## config.mk

```make
export PLATFORM = sky130hd
export DESIGN_NAME = npc_unit
export DESIGN_NICKNAME = d
export VERILOG_FILES = /design/src/rtl/npc_pkg.sv /design/src/rtl/npc_decode.sv /design/src/rtl/npc_targets.sv /design/src/rtl/npc_select.sv /design/src/rtl/npc_unit.sv
export SDC_FILE = /design/constraint.sdc
export NUM_CORES = 1
export LEC_CHECK = 0
export CAP_MARGIN = 20
export CORE_MARGIN = 3
export CORE_UTILIZATION = 39
export CTS_BUF_LIST = sky130_fd_sc_hd__clkbuf_16
export DETAILED_ROUTE_END_ITERATION = 6
export GPL_TIMING_DRIVEN = 0
export PLACE_DENSITY = 0.9
export SETUP_SLACK_MARGIN = 0.1
export SYNTH_ARGS = -nofsm -noshare
export SYNTH_HDL_FRONTEND = slang
export SYNTH_SLANG_ARGS = --single-unit
```

## constraint.sdc

```tcl
create_clock -name clk -period 3.2 [get_ports clk]
set_input_delay 0.64 -clock clk [delete_from_list [all_inputs] [get_ports clk]]
set_output_delay 0.64 -clock clk [all_outputs]
set_load 0.02 [all_outputs]
```

## src/rtl/npc_pkg.sv

```systemverilog
package npc_pkg;

    localparam int XLEN     = 32;
    localparam int OP_W     = 6;
    localparam int FN_W     = 6;
    localparam int IMM_W    = 16;
    localparam int JIDX_W   = 26;
    localparam int ALIGN_W  = 2;
    localparam int REGION_W = XLEN - JIDX_W - ALIGN_W;

    localparam logic [OP_W-1:0] OPC_SPECIAL = 6'd0;
    localparam logic [OP_W-1:0] OPC_JUMP    = 6'd2;
    localparam logic [OP_W-1:0] OPC_JLINK   = 6'd3;
    localparam logic [OP_W-1:0] OPC_BREQ    = 6'd4;
    localparam logic [OP_W-1:0] OPC_BRNE    = 6'd5;
    localparam logic [FN_W-1:0] FN_REGJUMP  = 6'd8;

    localparam logic [XLEN-1:0] STEP = XLEN'(4);

    typedef enum logic [2:0] {
        K_SEQ,
        K_BEQ,
        K_BNE,
        K_JMP,
        K_JAL,
        K_JR
    } flow_kind_e;

    typedef struct packed {
        flow_kind_e          kind;
        logic [XLEN-1:0]     br_offset;
        logic [JIDX_W-1:0]   jidx;
    } flow_dec_t;

    typedef struct packed {
        logic [XLEN-1:0] seq;
        logic [XLEN-1:0] branch;
        logic [XLEN-1:0] jump;
        logic [XLEN-1:0] regjmp;
    } flow_cand_t;

    function automatic logic [XLEN-1:0] word_offset(input logic [IMM_W-1:0] imm);
        logic [XLEN-1:0] ext;
        ext = {{(XLEN-IMM_W){imm[IMM_W-1]}}, imm};
        return ext << ALIGN_W;
    endfunction

    function automatic logic [XLEN-1:0] region_target(input logic [XLEN-1:0] next_seq,
                                                      input logic [JIDX_W-1:0] idx);
        return {next_seq[XLEN-1 -: REGION_W], idx, {ALIGN_W{1'b0}}};
    endfunction

endpackage

```

## src/rtl/npc_decode.sv

```systemverilog
module npc_decode
    import npc_pkg::*;
(
    input  logic [XLEN-1:0] instr,
    output flow_dec_t       dec
);
    logic [OP_W-1:0]  opc;
    logic [FN_W-1:0]  fn;
    logic [IMM_W-1:0] imm;

    assign opc = instr[XLEN-1 -: OP_W];
    assign fn  = instr[FN_W-1:0];
    assign imm = instr[IMM_W-1:0];

    always_comb begin
        dec.br_offset = word_offset(imm);
        dec.jidx      = instr[JIDX_W-1:0];
        unique case (opc)
            OPC_BREQ:    dec.kind = K_BEQ;
            OPC_BRNE:    dec.kind = K_BNE;
            OPC_JUMP:    dec.kind = K_JMP;
            OPC_JLINK:   dec.kind = K_JAL;
            OPC_SPECIAL: dec.kind = (fn == FN_REGJUMP) ? K_JR : K_SEQ;
            default:     dec.kind = K_SEQ;
        endcase
    end
endmodule

```

## src/rtl/npc_targets.sv

```systemverilog
module npc_targets
    import npc_pkg::*;
(
    input  logic [XLEN-1:0] pc,
    input  flow_dec_t       dec,
    input  logic [XLEN-1:0] reg_target,
    output flow_cand_t      cand
);
    logic [XLEN-1:0] next_seq;

    assign next_seq = pc + STEP;

    always_comb begin
        cand.seq    = next_seq;
        cand.branch = next_seq + dec.br_offset;
        cand.jump   = region_target(next_seq, dec.jidx);
        cand.regjmp = reg_target;
    end
endmodule

```

## src/rtl/npc_select.sv

```systemverilog
module npc_select
    import npc_pkg::*;
(
    input  flow_kind_e      kind,
    input  logic [XLEN-1:0] op_a,
    input  logic [XLEN-1:0] op_b,
    input  flow_cand_t      cand,
    output logic [XLEN-1:0] next_pc
);
    logic same;

    assign same = (op_a == op_b);

    always_comb begin
        unique case (kind)
            K_BEQ:         next_pc = same  ? cand.branch : cand.seq;
            K_BNE:         next_pc = !same ? cand.branch : cand.seq;
            K_JMP, K_JAL:  next_pc = cand.jump;
            K_JR:          next_pc = cand.regjmp;
            default:       next_pc = cand.seq;
        endcase
    end
endmodule

```

## src/rtl/npc_unit.sv

```systemverilog
module npc_unit
    import npc_pkg::*;
#(
    parameter logic [31:0] START_ADDR = 32'h0040_0000
) (
    input  logic        clk,
    input  logic        rst,
    input  logic        advance,
    input  logic [31:0] instr,
    input  logic [31:0] op_a,
    input  logic [31:0] op_b,
    input  logic [31:0] reg_target,
    output logic [31:0] pc,
    output logic [31:0] link_addr
);
    flow_dec_t       dec;
    flow_cand_t      cand;
    logic [XLEN-1:0] next_pc;
    logic [XLEN-1:0] pc_q;

    npc_decode u_decode (
        .instr (instr),
        .dec   (dec)
    );

    npc_targets u_targets (
        .pc         (pc_q),
        .dec        (dec),
        .reg_target (reg_target),
        .cand       (cand)
    );

    npc_select u_select (
        .kind    (dec.kind),
        .op_a    (op_a),
        .op_b    (op_b),
        .cand    (cand),
        .next_pc (next_pc)
    );

    always_ff @(posedge clk) begin
        if (rst)          pc_q <= START_ADDR;
        else if (advance) pc_q <= next_pc;
    end

    assign pc        = pc_q;
    assign link_addr = cand.seq;


    reset_load_chk: assert property (@(posedge clk) disable iff (rst)
        $past(rst) |-> pc == START_ADDR);


    hold_chk: assert property (@(posedge clk) disable iff (rst)
        !advance |=> $stable(pc));


    seq_step_chk: assert property (@(posedge clk) disable iff (rst)
        (advance && dec.kind == K_SEQ) |=> pc == $past(pc) + 32'd4);


    beq_fall_chk: assert property (@(posedge clk) disable iff (rst)
        (advance && dec.kind == K_BEQ && op_a != op_b) |=> pc == $past(pc) + 32'd4);


    bne_fall_chk: assert property (@(posedge clk) disable iff (rst)
        (advance && dec.kind == K_BNE && op_a == op_b) |=> pc == $past(pc) + 32'd4);


    jump_region_chk: assert property (@(posedge clk) disable iff (rst)
        (advance && (dec.kind == K_JMP || dec.kind == K_JAL))
        |=> (pc[1:0] == 2'b00 && pc[31:28] == $past(link_addr[31:28])));


    regjump_chk: assert property (@(posedge clk) disable iff (rst)
        (advance && dec.kind == K_JR) |=> pc == $past(reg_target));
endmodule

```

==> metrics.txt, run 1 <==
RSZ-0062 raised after global routing=true; Final Core Density=0.7766; CTS Hold Bufs=0; Levels on crit path=18; initial DRC count=946; Clock Skews=8.373 ps; Final Max Tran Viols=0; Top FF cell, synth=dfxtp_1; period utilization=1.218; Tightest Hold Check Type=reg2reg; post-synth cell types=64; mean post-synth cell area=7.031 sq um; WHS Path Cells=2; top post-synthesis cells by area=dfxtp_1, xor2_1, ha_1; Worst-path clk slew=60 ps; Post-synth ARST share=0; # nets final=approximately 1.1k; vias post-DR=between 6k and 7k; Mapped Area=4359 sq um; Worst Path Arrival=approximately 4000 ps; detailed-route DRC error count=0; Root Buffer=clkbuf_16; first-pass GRT wire length=~31000 microns; min setup slack post-route=-696.7 ps; core area=approximately 11000 sq um; antenna violations before repair=0; P_int=around 1300 uW; Clock power frac=0.228; total global-route track usage=0.3070; Bufs and invs on worst path=1; Die ar.=approximately 12000 sq um; Final setup viols=18; cell family with most CP delay=compound AO/OA/AOI/OAI gates; cell area after layout=slightly above 8000 sq um; number of global-route vias before repair=roughly 5.9k; Placed Cells=approximately 950; share of cells above drive strength 1=0.2918; PwrDens=approximately 260 nW/um^2; max reg flops=32; drt first pass iters=7; synthesis-stage register bit count=32; worst slew pin tran=between 900 and 1000 ps; Antenna Violating Nets Remaining=0; CP max stage cell=dfxtp_4; Worst VDD drop=between 200 and 250 uV; Area Growth Syn to Fin=88.86%; Placer Congestion=between 1 and 1.5; TNS Setup=-6041 ps; P_sw=about 860 uW; Max Fclk=roughly 260 MHz; Sequential Power Share=0.220; clk sink count=32; Die W=~110 microns; routed len/inst=between 20 and 25 microns; most used cell along the critical path=nor2_4; CP cell instances=ha_4 > and3_4 > nand2_4 > nor2_4 > nand4_1 > buf_6 > nor2_4 > xor2_2 > ha_1 > and2_4 > a221o_1 > a31oi_1 > a21boi_4 > o21bai_1 > a21oi_1 > xor2_1 > o2111ai_1 > nor3b_2; Placement Rows=37; violated checks=negative setup slack; post-synth top area cell=dfxtp_1; Post-Syn Instances=between 600 and 700; share of the synthesized area in the top cell type=0.1470; # diodes=0; TritonCTS Buffers=5; leakage=0.003279 uW; crit end category=flop; area post-placement=6818 sq um; drt via density=6.479; reg2reg path depth=18; Layout Cells excl Fill=slightly above 1k; Setup CP Type=reg2reg; Crit Path Max Fanout=6; startpoint types=flop; Routed WL=24130 microns; run status=finished with violations; Top Ports=195; Worst-Skew Late Latency=approximately 290 ps; hold slack=between 500 and 600 ps; Rel. slew slack=0.3587; fin crit period=3897 ps; initial core utilization=0.4112; H-tree depth=2; Net Sw Frac=0.3991; die span in y=between 100 and 150 microns; sequential share of the synthesized area=0.1470; EDFF count, synth=0; I/O Buffers=about 190; Congestion Overflow GR=0; most common cell after layout, fill and taps aside=clkdlybuf4s50_1; Hold Violations, Final=0; Logic pwr share=0.552; largest net degree at the start of global routing=19; Mapped Nets=about 790; deepest clock path buffer count=2; synth warn=0; Slowest Stage Delay on Critical Path=about 380 ps; CTS tree=done; most frequent cells in the layout=clkdlybuf4s50_1, nand2_1, buf_4; dpl hpwl=between 10000 and 15000 microns; max-cap violation count=0; WP data required=around 3400 ps
-- per-layer routing --
metal  global-route usage  part of all wire  wire [microns]  up-vias
met3              0.04674              0.12            2995      210
met4               0.1525             0.075            1803        0
li1                     -                 -               -     2763
met1               0.3919              0.35            8365     3019
met2               0.5028              0.45           10970      662
met5                    0                 0               0        -
-- worst paths after layout --
path	startpoint	to	slack [ps]
setup / recovery	pc[2]	pc[29]	-700
hold / removal	pc[4]	pc[4]	510
setup reg to reg	pc[2]	pc[29]	-700
hold reg to reg	pc[4]	pc[4]	510
-- synthesized netlist by cell type (all sizes together) (21+ instances only) --
cell / number
o21ai: 26
nor2: 64
ha: 35
nand2: 96
clkbuf: 21
xnor2: 32
xor2: 53
a21oi: 47
nand3: 33
dfxtp: 32
-- kinds of logic after synthesis --
kind of cell,share of synthesized area
adders and majority gates,0.1051
AOI/OAI and AO/OA,0.2365
DFF,0.1470
buffers and inverters,0.05052
and+or+nand+nor,0.2902
xor gates and xnor gates,0.1708
-- power groups by stage --
stage	clock network (uW)	logic (uW)	registers [uW]
after floorplan	0	485	499
after global placement	0	885	476
after detailed placement	0	894	477
after CTS	476	980	469
after global routing	492	1230	477
final	491	1190	474
-- final cells by class --
cell class	instances	area, sq um
sequential	32	678.2
clock inverter	3	13.76
timing repair buffer	263	2482
fill	599	2369
buffer	27	167.7
multi-input combinational	543	4526
tap	136	170.2
clock buffer	5	125.1
inverter	18	70.07
-- what timing repair did --
action	4_1_cts	5_1_grt
endpoints found under the hold margin	0	0
buffers inserted	41	30
setup endpoints to repair	45	41
resized for setup	99	103
pin swaps	45	44
-- worst reg2reg max path, delay by kind of cell, from the launching register on --
family | cells | cell delay [ps]
buf+inv | 1 | 210
xor+xnor | 2 | 390
compound gates | 6 | 1270
flops | 1 | 380
fa+ha+maj | 2 | 440
simple gates | 7 | 1070
-- per-stage QoR --
stage                     setup WS, ps  power, uW
after floorplan                 -445.7      983.7
after global placement          -875.7       1360
after detailed placement        -878.7       1371
after CTS                       -382.4       1925
after global routing            -686.8       2196
final                           -696.7       2152
Power figures use the tool's default switching activity.
==> inputs of run 2 (changes only) <==
--- a/config.mk
+++ b/config.mk
@@ -13,6 +13,7 @@
 export GPL_TIMING_DRIVEN = 0
 export PLACE_DENSITY = 0.9
 export SETUP_SLACK_MARGIN = 0.1
+export SLEW_MARGIN = 20
 export SYNTH_ARGS = -nofsm -noshare
 export SYNTH_HDL_FRONTEND = slang
 export SYNTH_SLANG_ARGS = --single-unit
==> metrics.txt, run 2 (synthesis results as in run 1) <==
fin crit period=3958 ps (+60.98 ps); violated checks=design-rule violations, negative setup slack; Die ar.=12480 sq um (unchanged); period utilization=1.237 (+0.01906); Setup CP Type=reg2reg; most common cell after layout, fill and taps aside=clkdlybuf4s50_1; Worst Path Arrival=4080 ps (+30 ps); Clock Skews=6.364 ps (-2.009 ps); drt via density=6.525 (+0.71%); initial core utilization=0.4112 (unchanged); core area=10600 sq um (unchanged); total global-route track usage=0.3070 (unchanged); reg2reg path depth=19 (+1); run status=finished with violations; Final Core Density=0.7722 (-0.004366); Placer Congestion=1.023 (unchanged); max reg flops=32 (unchanged); TNS Setup=-5916 ps (+125.4 ps); antenna violations before repair=0 (unchanged); worst reg2reg path endpoint=pc[27]; Routed WL=24320 microns (+0.80%); I/O Buffers=192 (unchanged); # nets final=1056 (-0.095%); reg-to-reg critical path startpoint=pc[2]; RSZ-0062 raised after global routing=true; most frequent cells in the layout=clkdlybuf4s50_1, nand2_1, buf_4; share of cells above drive strength 1=0.2921 (+0.0003279); routed len/inst=23.71 microns (+0.89%); CTS tree=done; drt first pass iters=7 (unchanged); Antenna Violating Nets Remaining=0 (unchanged); hold path endpoint=pc[4]; Placement Rows=37 (unchanged); # diodes=0 (unchanged); leakage=0.003265 uW (-0.42%); worst slew pin tran=927.2 ps (-34.75 ps); Root Buffer=clkbuf_16; Final setup viols=18 (unchanged); first-pass GRT wire length=30930 microns (unchanged); startpoint types=flop; Top Ports=195 (unchanged); WP data required=3330 ps (-20 ps); crit end category=flop; detailed-route DRC error count=6 (+6); Rel. slew slack=0.3819 (+0.02317); PwrDens=261.0 nW/um^2 (-0.15%); number of global-route vias before repair=5929 (unchanged); Worst VDD drop=227.7 uV (-0.64%); hold slack=517.2 ps (+2.346 ps); Tightest Hold Check Type=reg2reg; CTS Hold Bufs=0 (unchanged); pre-CTS WS=-878.7 ps (unchanged); min setup slack post-route=-757.7 ps (-60.98 ps); max-cap violation count=0 (unchanged); WHS Path Cells=2 (unchanged); Fillers=615 (+2.7%); hold wc startpoint=pc[4]; deepest clock path buffer count=2 (unchanged); Crit Path Max Fanout=6 (unchanged); Congestion Overflow GR=0 (unchanged); reg2reg setup slack=-760 ps (-60 ps); Worst-path clk slew=60 ps (about the same); clk sink count=32 (unchanged); H-tree depth=2 (unchanged); Max Fclk=252.7 MHz (-1.5%); dpl hpwl=14450 microns (unchanged); vias post-DR=6695 (+0.62%); Area Growth Syn to Fin=87.80%; Worst-Skew Late Latency=290 ps (about the same); Hold Violations, Final=0 (unchanged); Die W=111.7 microns (unchanged); initial DRC count=1010 (+6.8%); die span in y=111.7 microns (unchanged); largest net degree at the start of global routing=19 (unchanged); TritonCTS Buffers=5 (unchanged); Final Max Tran Viols=0 (unchanged)
==> run 2: critical path, cell delays in order (launching register included) <==
cell and delay [ps]:
dfxtp_4 380, ha_4 150, and3_4 200, nand2_4 60, nor2_4 170, nand4_1 150, buf_6 200, nor2_4 110
xor2_2 230, ha_1 310, and2_4 180, a221o_1 370, a31oi_1 210, a21boi_4 240, buf_4 140, nor2b_2 40
xnor2_1 210, nor2_1 70, a31oi_1 220, a211oi_2 120
==> run 2: worst max path at each step <==
stage                     cells past startpoint  startpoint  slack, ps  endpoint
after floorplan                              17       pc[3]       -450    pc[29]
after global placement                       18       pc[2]       -880    pc[29]
after detailed placement                     11   instr[15]       -880    pc[29]
after CTS                                    16       pc[2]       -380    pc[30]
after global routing                         19       pc[2]       -770    pc[27]
final                                        19       pc[2]       -760    pc[27]
==> run 2: metal layers <==
metal	track usage	share of wire	routed length, microns
met4	0.1525	0.083	2027
met3	0.04674	0.12	3013
met1	0.3919	0.34	8309
met2	0.5028	0.45	10970
met5	0	0	0
==> run 2: where the power goes <==
| group | total, uW | internal [uW] | switching, uW |
|---|---|---|---|
| logic | 1180 | 581 | 598 |
| registers | 474 | 423 | 51.7 |
| clock network | 484 | 283 | 201 |
| total | 2140 | 1290 | 850 |
==> run 2: repair_timing <==
item                                    4_1_cts  5_1_grt
buffers inserted                             41       30
endpoints found under the setup margin       45       41
pin swaps                                    45       44
gates resized for setup                      99      101
==> run 2: cell type report <==
type                       count  area (sq um)  share of cell area
clock inverter                 3         13.76            0.001681
buffer                        27         167.7             0.02048
tap                          136         170.2             0.02079
multi-input combinational    543          4511              0.5510
timing repair buffer         262          2451              0.2994
sequential                    32         678.2             0.08284
inverter                      18         70.07            0.008559
clock buffer                   5         125.1             0.01528
==> run 2: stage by stage <==
stage          cell area [sq um]  instances  power (uW)
5_1_grt                     8187       1026        2189
2_1_floorplan               4726        620       983.7
3_3_place_gp                6818        948        1360
3_5_place_dp                6818        948        1371
6_report                    8187       1026        2137
4_1_cts                     7545        997        1925
